--- config.mk ---
export PLATFORM = sky130hd
export DESIGN_NAME = xirq_conditioner
export DESIGN_NICKNAME = d
export VERILOG_FILES = /design/src/rtl/xirq_pkg.sv /design/src/rtl/xirq_sync.sv /design/src/rtl/xirq_ctrl_reg.sv /design/src/rtl/xirq_pin_cond.sv /design/src/rtl/xirq_conditioner.sv
export SDC_FILE = /design/constraint.sdc
export NUM_CORES = 1
export LEC_CHECK = 0
export CAP_MARGIN = 20
export CELL_PAD_IN_SITES_DETAIL_PLACEMENT = 0
export CELL_PAD_IN_SITES_GLOBAL_PLACEMENT = 1
export CORE_ASPECT_RATIO = 0.8
export CORE_MARGIN = 3
export CORE_UTILIZATION = 32
export CTS_CLUSTER_DIAMETER = 100
export DETAILED_ROUTE_END_ITERATION = 6
export GPL_ROUTABILITY_DRIVEN = 0
export PLACE_DENSITY = 0.95
export SYNTH_ARGS = -nofsm -noshare
export SYNTH_HDL_FRONTEND = slang
export SYNTH_SLANG_ARGS = --single-unit
--- constraint.sdc ---
create_clock -name clk -period 2.72 [get_ports clk]
set_clock_uncertainty 0.1 [all_clocks]
set_input_delay 0.544 -clock clk [delete_from_list [all_inputs] [get_ports clk]]
set_output_delay 0.544 -clock clk [all_outputs]
set_load 0.05 [all_outputs]
--- src/rtl/xirq_pkg.sv ---
// Package: shared constants and the sense code type for the external
// interrupt conditioner. The bit positions are fixed by the control word
// layout, which software relies on.
package xirq_pkg;
    localparam int NUM_PINS   = 4;
    localparam int CTRL_W     = 32;
    localparam int CLR_HI     = 27;   // clear bit of pin n is CLR_HI-n
    localparam int SENSE_HI   = 23;   // sense of pin n is [SENSE_HI-2n -: 2]
    localparam int MASTER_BIT = 12;
    localparam int EN_HI      = 11;   // enable of pin n is EN_HI-n
    localparam int ROUTE_BIT  = 0;
    localparam logic [CTRL_W-1:0] KEEP_MASK = 32'h00FF_1F01;

    typedef enum logic [1:0] {
        SENSE_LVL_HI = 2'b00,
        SENSE_RISE   = 2'b01,
        SENSE_FALL   = 2'b10,
        SENSE_LVL_LO = 2'b11
    } sense_e;
endpackage

--- src/rtl/xirq_sync.sv ---
// Module: multi-stage synchroniser for a vector of asynchronous inputs.
// Assumes STAGES >= 2 and that each bit is independent (no bus coherency).
module xirq_sync #(
    parameter int WIDTH  = 4,
    parameter int STAGES = 2
) (
    input  logic             clk,
    input  logic             rst_n,
    input  logic [WIDTH-1:0] din,
    output logic [WIDTH-1:0] dout
);
    logic [WIDTH-1:0] stg [STAGES];

    // Shift the raw inputs through the synchroniser chain.
    always_ff @(posedge clk) begin
        if (!rst_n) begin
            for (int i = 0; i < STAGES; i++) stg[i] <= '0;
        end else begin
            stg[0] <= din;
            for (int i = 1; i < STAGES; i++) stg[i] <= stg[i-1];
        end
    end

    assign dout = stg[STAGES-1];
endmodule

--- src/rtl/xirq_ctrl_reg.sv ---
// Module: the packed control word. Holds sense, enable, master and route
// fields; write-one-to-clear bits are not stored and only produce a pulse
// in the write cycle. Assumes a single write port with no byte strobes.
module xirq_ctrl_reg
    import xirq_pkg::*;
#(
    parameter int N = NUM_PINS
) (
    input  logic              clk,
    input  logic              rst_n,
    input  logic              wr_en,
    input  logic [CTRL_W-1:0] wr_data,
    output logic [CTRL_W-1:0] rd_data,
    output logic [2*N-1:0]    sense_o,
    output logic [N-1:0]      en_o,
    output logic [N-1:0]      clr_o,
    output logic              master_o,
    output logic              route_o
);
    logic [CTRL_W-1:0] ctrl_q;

    // Capture the storable fields of a write; everything else drops.
    always_ff @(posedge clk) begin
        if (!rst_n)     ctrl_q <= '0;
        else if (wr_en) ctrl_q <= wr_data & KEEP_MASK;
    end

    // Unpack per-pin fields, reversing the descending bit order.
    genvar n;
    generate
        for (n = 0; n < N; n++) begin : g_fld
            assign sense_o[2*n +: 2] = ctrl_q[SENSE_HI-2*n -: 2];
            assign en_o[n]           = ctrl_q[EN_HI-n];
            assign clr_o[n]          = wr_en & wr_data[CLR_HI-n];
        end
    endgenerate

    assign master_o = ctrl_q[MASTER_BIT];
    assign route_o  = ctrl_q[ROUTE_BIT];
    assign rd_data  = ctrl_q;
endmodule

--- src/rtl/xirq_pin_cond.sv ---
// Module: per-pin sense logic. Takes an already synchronised pin, detects
// the selected edge into a sticky latch, or passes the level through.
// Assumes sync_i is free of metastability. A new edge beats a clear.
module xirq_pin_cond
    import xirq_pkg::*;
(
    input  logic       clk,
    input  logic       rst_n,
    input  logic       sync_i,
    input  logic [1:0] sense_i,
    input  logic       clr_i,
    output logic       active_o,
    output logic       edge_o,
    output logic       latch_o
);
    logic   prev_q;
    logic   latch_q;
    sense_e mode;

    assign mode = sense_e'(sense_i);

    // Remember the previous synchronised sample and update the latch.
    always_ff @(posedge clk) begin
        if (!rst_n) begin
            prev_q  <= 1'b0;
            latch_q <= 1'b0;
        end else begin
            prev_q  <= sync_i;
            latch_q <= edge_o | (latch_q & ~clr_i);
        end
    end

    // Select the edge of interest for the current sense code.
    always_comb begin
        unique case (mode)
            SENSE_RISE: edge_o = sync_i & ~prev_q;
            SENSE_FALL: edge_o = ~sync_i & prev_q;
            default:    edge_o = 1'b0;
        endcase
    end

    // Choose between the level path and the latched path.
    always_comb begin
        unique case (mode)
            SENSE_LVL_HI: active_o = sync_i;
            SENSE_LVL_LO: active_o = ~sync_i;
            default:      active_o = latch_q;
        endcase
    end

    assign latch_o = latch_q;
endmodule

--- src/rtl/xirq_conditioner.sv ---
// Module: top of the external interrupt conditioner. Synchronises four pins,
// conditions each one, gates with per-pin and master enables and steers
// pin 0 to the critical or normal output. Outputs are combinational from
// registered state. Assumes a single clock domain for the register port.
module xirq_conditioner
    import xirq_pkg::*;
#(
    parameter int SYNC_STAGES = 2
) (
    input  logic              clk,
    input  logic              rst_n,
    input  logic [3:0]        pin_i,
    input  logic              cfg_wr_en,
    input  logic [31:0]       cfg_wr_data,
    output logic [31:0]       cfg_rd_data,
    output logic [3:0]        req_o,
    output logic              req_crit_o
);
    localparam int N = NUM_PINS;

    logic [N-1:0]   pin_sync;
    logic [2*N-1:0] ctrl_sense;
    logic [N-1:0]   ctrl_en;
    logic [N-1:0]   ctrl_clr;
    logic           ctrl_master;
    logic           ctrl_route;
    logic [N-1:0]   pin_active;
    logic [N-1:0]   pin_edge;
    logic [N-1:0]   pin_latch;
    logic [N-1:0]   gated;

    xirq_sync #(.WIDTH(N), .STAGES(SYNC_STAGES)) u_sync (
        .clk   (clk),
        .rst_n (rst_n),
        .din   (pin_i),
        .dout  (pin_sync)
    );

    xirq_ctrl_reg #(.N(N)) u_ctrl (
        .clk      (clk),
        .rst_n    (rst_n),
        .wr_en    (cfg_wr_en),
        .wr_data  (cfg_wr_data),
        .rd_data  (cfg_rd_data),
        .sense_o  (ctrl_sense),
        .en_o     (ctrl_en),
        .clr_o    (ctrl_clr),
        .master_o (ctrl_master),
        .route_o  (ctrl_route)
    );

    genvar n;
    generate
        for (n = 0; n < N; n++) begin : g_pin
            xirq_pin_cond u_pin (
                .clk      (clk),
                .rst_n    (rst_n),
                .sync_i   (pin_sync[n]),
                .sense_i  (ctrl_sense[2*n +: 2]),
                .clr_i    (ctrl_clr[n]),
                .active_o (pin_active[n]),
                .edge_o   (pin_edge[n]),
                .latch_o  (pin_latch[n])
            );
        end
    endgenerate

    // Apply per-pin and master enables.
    assign gated = pin_active & ctrl_en & {N{ctrl_master}};

    // Steer pin 0 by the route bit; other pins always take the normal path.
    assign req_crit_o = gated[0] & ctrl_route;
    assign req_o      = {gated[N-1:1], gated[0] & ~ctrl_route};
endmodule

==> results.json <==
{
  "worst_path_max_delay_cell": "dfxtp_1",
  "chipHeight_um": 69.45,
  "grt_setup_unrepaired": "no",
  "wl_per_cell_um": 11.85,
  "dp_hpwl_um": 2245,
  "die_w_um": 85.31,
  "fmax_mhz": 395.6,
  "numCtsBuffers": 5,
  "ctsHtreeMaxLevel": 2,
  "start_util": 0.3421,
  "ys_types": 20,
  "worst_pin_slew_ns": 0.4887,
  "clk_latency_ns": 0.27,
  "core_area_sq_um": 4707,
  "path_max_fanout": 5,
  "status": "finished, final reports clean",
  "drc": 0,
  "fp-row-count": 22,
  "maxSlewHeadroom": 0.6649,
  "grt_pass1_vias": 1081,
  "syn_inst": 152,
  "cp_slowest_stage_delay_ns": 0.41,
  "grt_pass1_wl_um": 4947,
  "nets": 251,
  "antenna_cells": 0,
  "drv_slew": 0,
  "leakage_nw": 0.9278,
  "grt_max_degree": 19,
  "final-setup-viol-count": 0,
  "cts_sinks": 30,
  "io_pins": 76,
  "antenna_found_initial": 0,
  "placed_cells": 249,
  "drtAntennaViolNets": 0,
  "end_kind": "primary output",
  "detail_route.iter0.violations": 31,
  "maxCapViolations": 0,
  "hold_ws_ns": 0.3271,
  "peakVddDrop_mv": 0.2464,
  "wl_um": 3033,
  "layout_common_cells": "clkdlybuf4s50_1 (38), dfxtp_1 (30), conb_1 (18), ha_1 (16)",
  "avgSynthCellArea_sq_um": 10.59,
  "finalHoldViolCount": 0,
  "die_area_sq_um": 5925,
  "yosysSeqAreaShare": 0.3730,
  "hold_class": "reg2reg",
  "fin_cells": 256,
  "worstPathRequired_ns": 2.08,
  "drt_pre_antenna_iters": 3,
  "grt_usage": 0.1048,
  "place_area_sq_um": 2027,
  "syn-cell-area_sq_um": 1610,
  "crit_type": "reg2out",
  "ys_warn_count": 0,
  "layout_min_cycle_time_ns": 2.528,
  "dr_total_vias": 1114,
  "routed_via_density": 4.352,
  "layout_commonest_cell": "clkdlybuf4s50_1",
  "crit_path_cell_trace": "inv_1 -> ha_1 -> nor2b_1 -> a2111oi_4 -> buf_12",
  "synth-seq-cells": 30,
  "arrival_ns": 1.88,
  "crit_path_start_kind": "flop",
  "clk_pin_slew_ns": 0.06,
  "cts_root_buffer": "clkbuf_8",
  "io_buffers": 43,
  "postCtsSetupRepairBufs": 0,
  "drive_gt1_frac": 0.1020,
  "fin_setup_tns_ns": 0,
  "stdcell_area_sq_um": 2128,
  "p_per_area_nw_per_um2": 489.4,
  "clock_path_buffers": 2,
  "period_share": 0.9294,
  "areaGrowthSynthToFinish_pct": 32.17,
  "cts_tree": "done",
  "grt_overflow": 0
}
-- through the flow --
step / worst slack, ns / util / total power, mW
6_report: 0.1920 / 0.4522 / 1.042
5_1_grt: 0.04057 / 0.4522 / 1.098
4_1_cts: 0.05104 / 0.4468 / 1.054
3_5_place_dp: 0.4150 / 0.4306 / 0.7227
3_3_place_gp: 0.4208 / 0.4306 / 0.7188
2_1_floorplan: -0.3312 / - / 0.6681
-- cells in the mapped netlist --
cell type,count,area (sq um)
dfxtp_1,30,600.6
buf_4,21,157.7
ha_1,16,200.2
mux2i_1,15,150.1
nor2b_1,15,93.84
and2_1,11,68.82
inv_1,10,37.54
and4b_1,6,60.06
a21boi_0,4,30.03
o31a_1,4,35.03
clkbuf_1,3,11.26
mux2_2,3,33.78
nand2b_1,3,18.77
o2111a_1,3,33.78
a2111oi_2,2,30.03
and4b_2,2,22.52
and2_2,1,7.510
buf_6,1,11.26
conb_1,1,3.750
nand2_1,1,3.750
-- logic make-up (layout without fill, tap and decap cells) --
kind of cell	count (synthesis)	in the layout	synth area share
buffers and inverters	35	62	0.1352
flip-flops	30	30	0.3730
multiplexers	18	18	0.1142
adder cells (fa/ha/maj)	16	16	0.1243
other	1	18	0.002329
AO/OA/AOI/OAI	13	13	0.08003
AND/OR/NAND/NOR	39	39	0.1709
-- path summary, 6_finish.rpt --
path	slack, ns	startpoint	cells past startpoint	endpoint
worst max-delay path	0.19	u_ctrl.rd_data[22]$_SDFFE_PN0P_	5	req_crit_o
worst min-delay path	0.33	u_sync.stg[0][3]$_SDFF_PN0_	1	u_sync.stg[0][7]$_SDFF_PN0_
worst max register to register	1.17	u_ctrl.rd_data[20]$_SDFFE_PN0P_	4	g_pin[1].u_pin.latch_o$_SDFF_PN0_
worst min register to register	0.33	u_sync.stg[0][3]$_SDFF_PN0_	1	u_sync.stg[0][7]$_SDFF_PN0_
-- power by group --
part           internal (mW)  switching, mW  leakage (nW)
Clock                  0.176          0.150        0.0383
Combinational         0.0867          0.151         0.643
Sequential             0.460         0.0188         0.247
-- metal layers --
metal	part of all wire	wire, um	up-vias	global-route usage
li1	-	-	558	-
met1	0.43	1310	519	0.1302
met2	0.48	1448	35	0.1621
met3	0.087	265	2	0.04751
met4	0.0026	8	0	0.03163
met5	0	0	-	0
-- worst max-delay path: cells and delay by family (launching register included) --
kind	cells	cell delay, ns
compound gates	1	0.41
flops	1	0.41
fa+ha+maj	1	0.33
simple gates	1	0.20
buf+inv	2	0.28
-- cell type report --
type / instances / area, sq um
multi-input cells: 104 / 880.8
flip-flops and latches: 30 / 600.6
clock buffers: 7 / 76.32
well taps: 60 / 75.07
fillers: 475 / 2579
inverters: 10 / 37.54
repair buffers: 45 / 457.9
-- registers in the layout, indices dropped and copies added (netlist names) --
name and flops:
u_ctrl.rd_data 14, u_sync.stg 8, g_pin.u_pin.latch_o 4, g_pin.u_pin.prev_q 4
-- timing repair --
item	4_1_cts	5_1_grt
hold buffers	0	0
gates resized for setup	0	2
endpoints found under the setup margin	0	1
endpoints found under the hold margin	0	0
No activity file was read; power rests on OpenSTA's default activity.
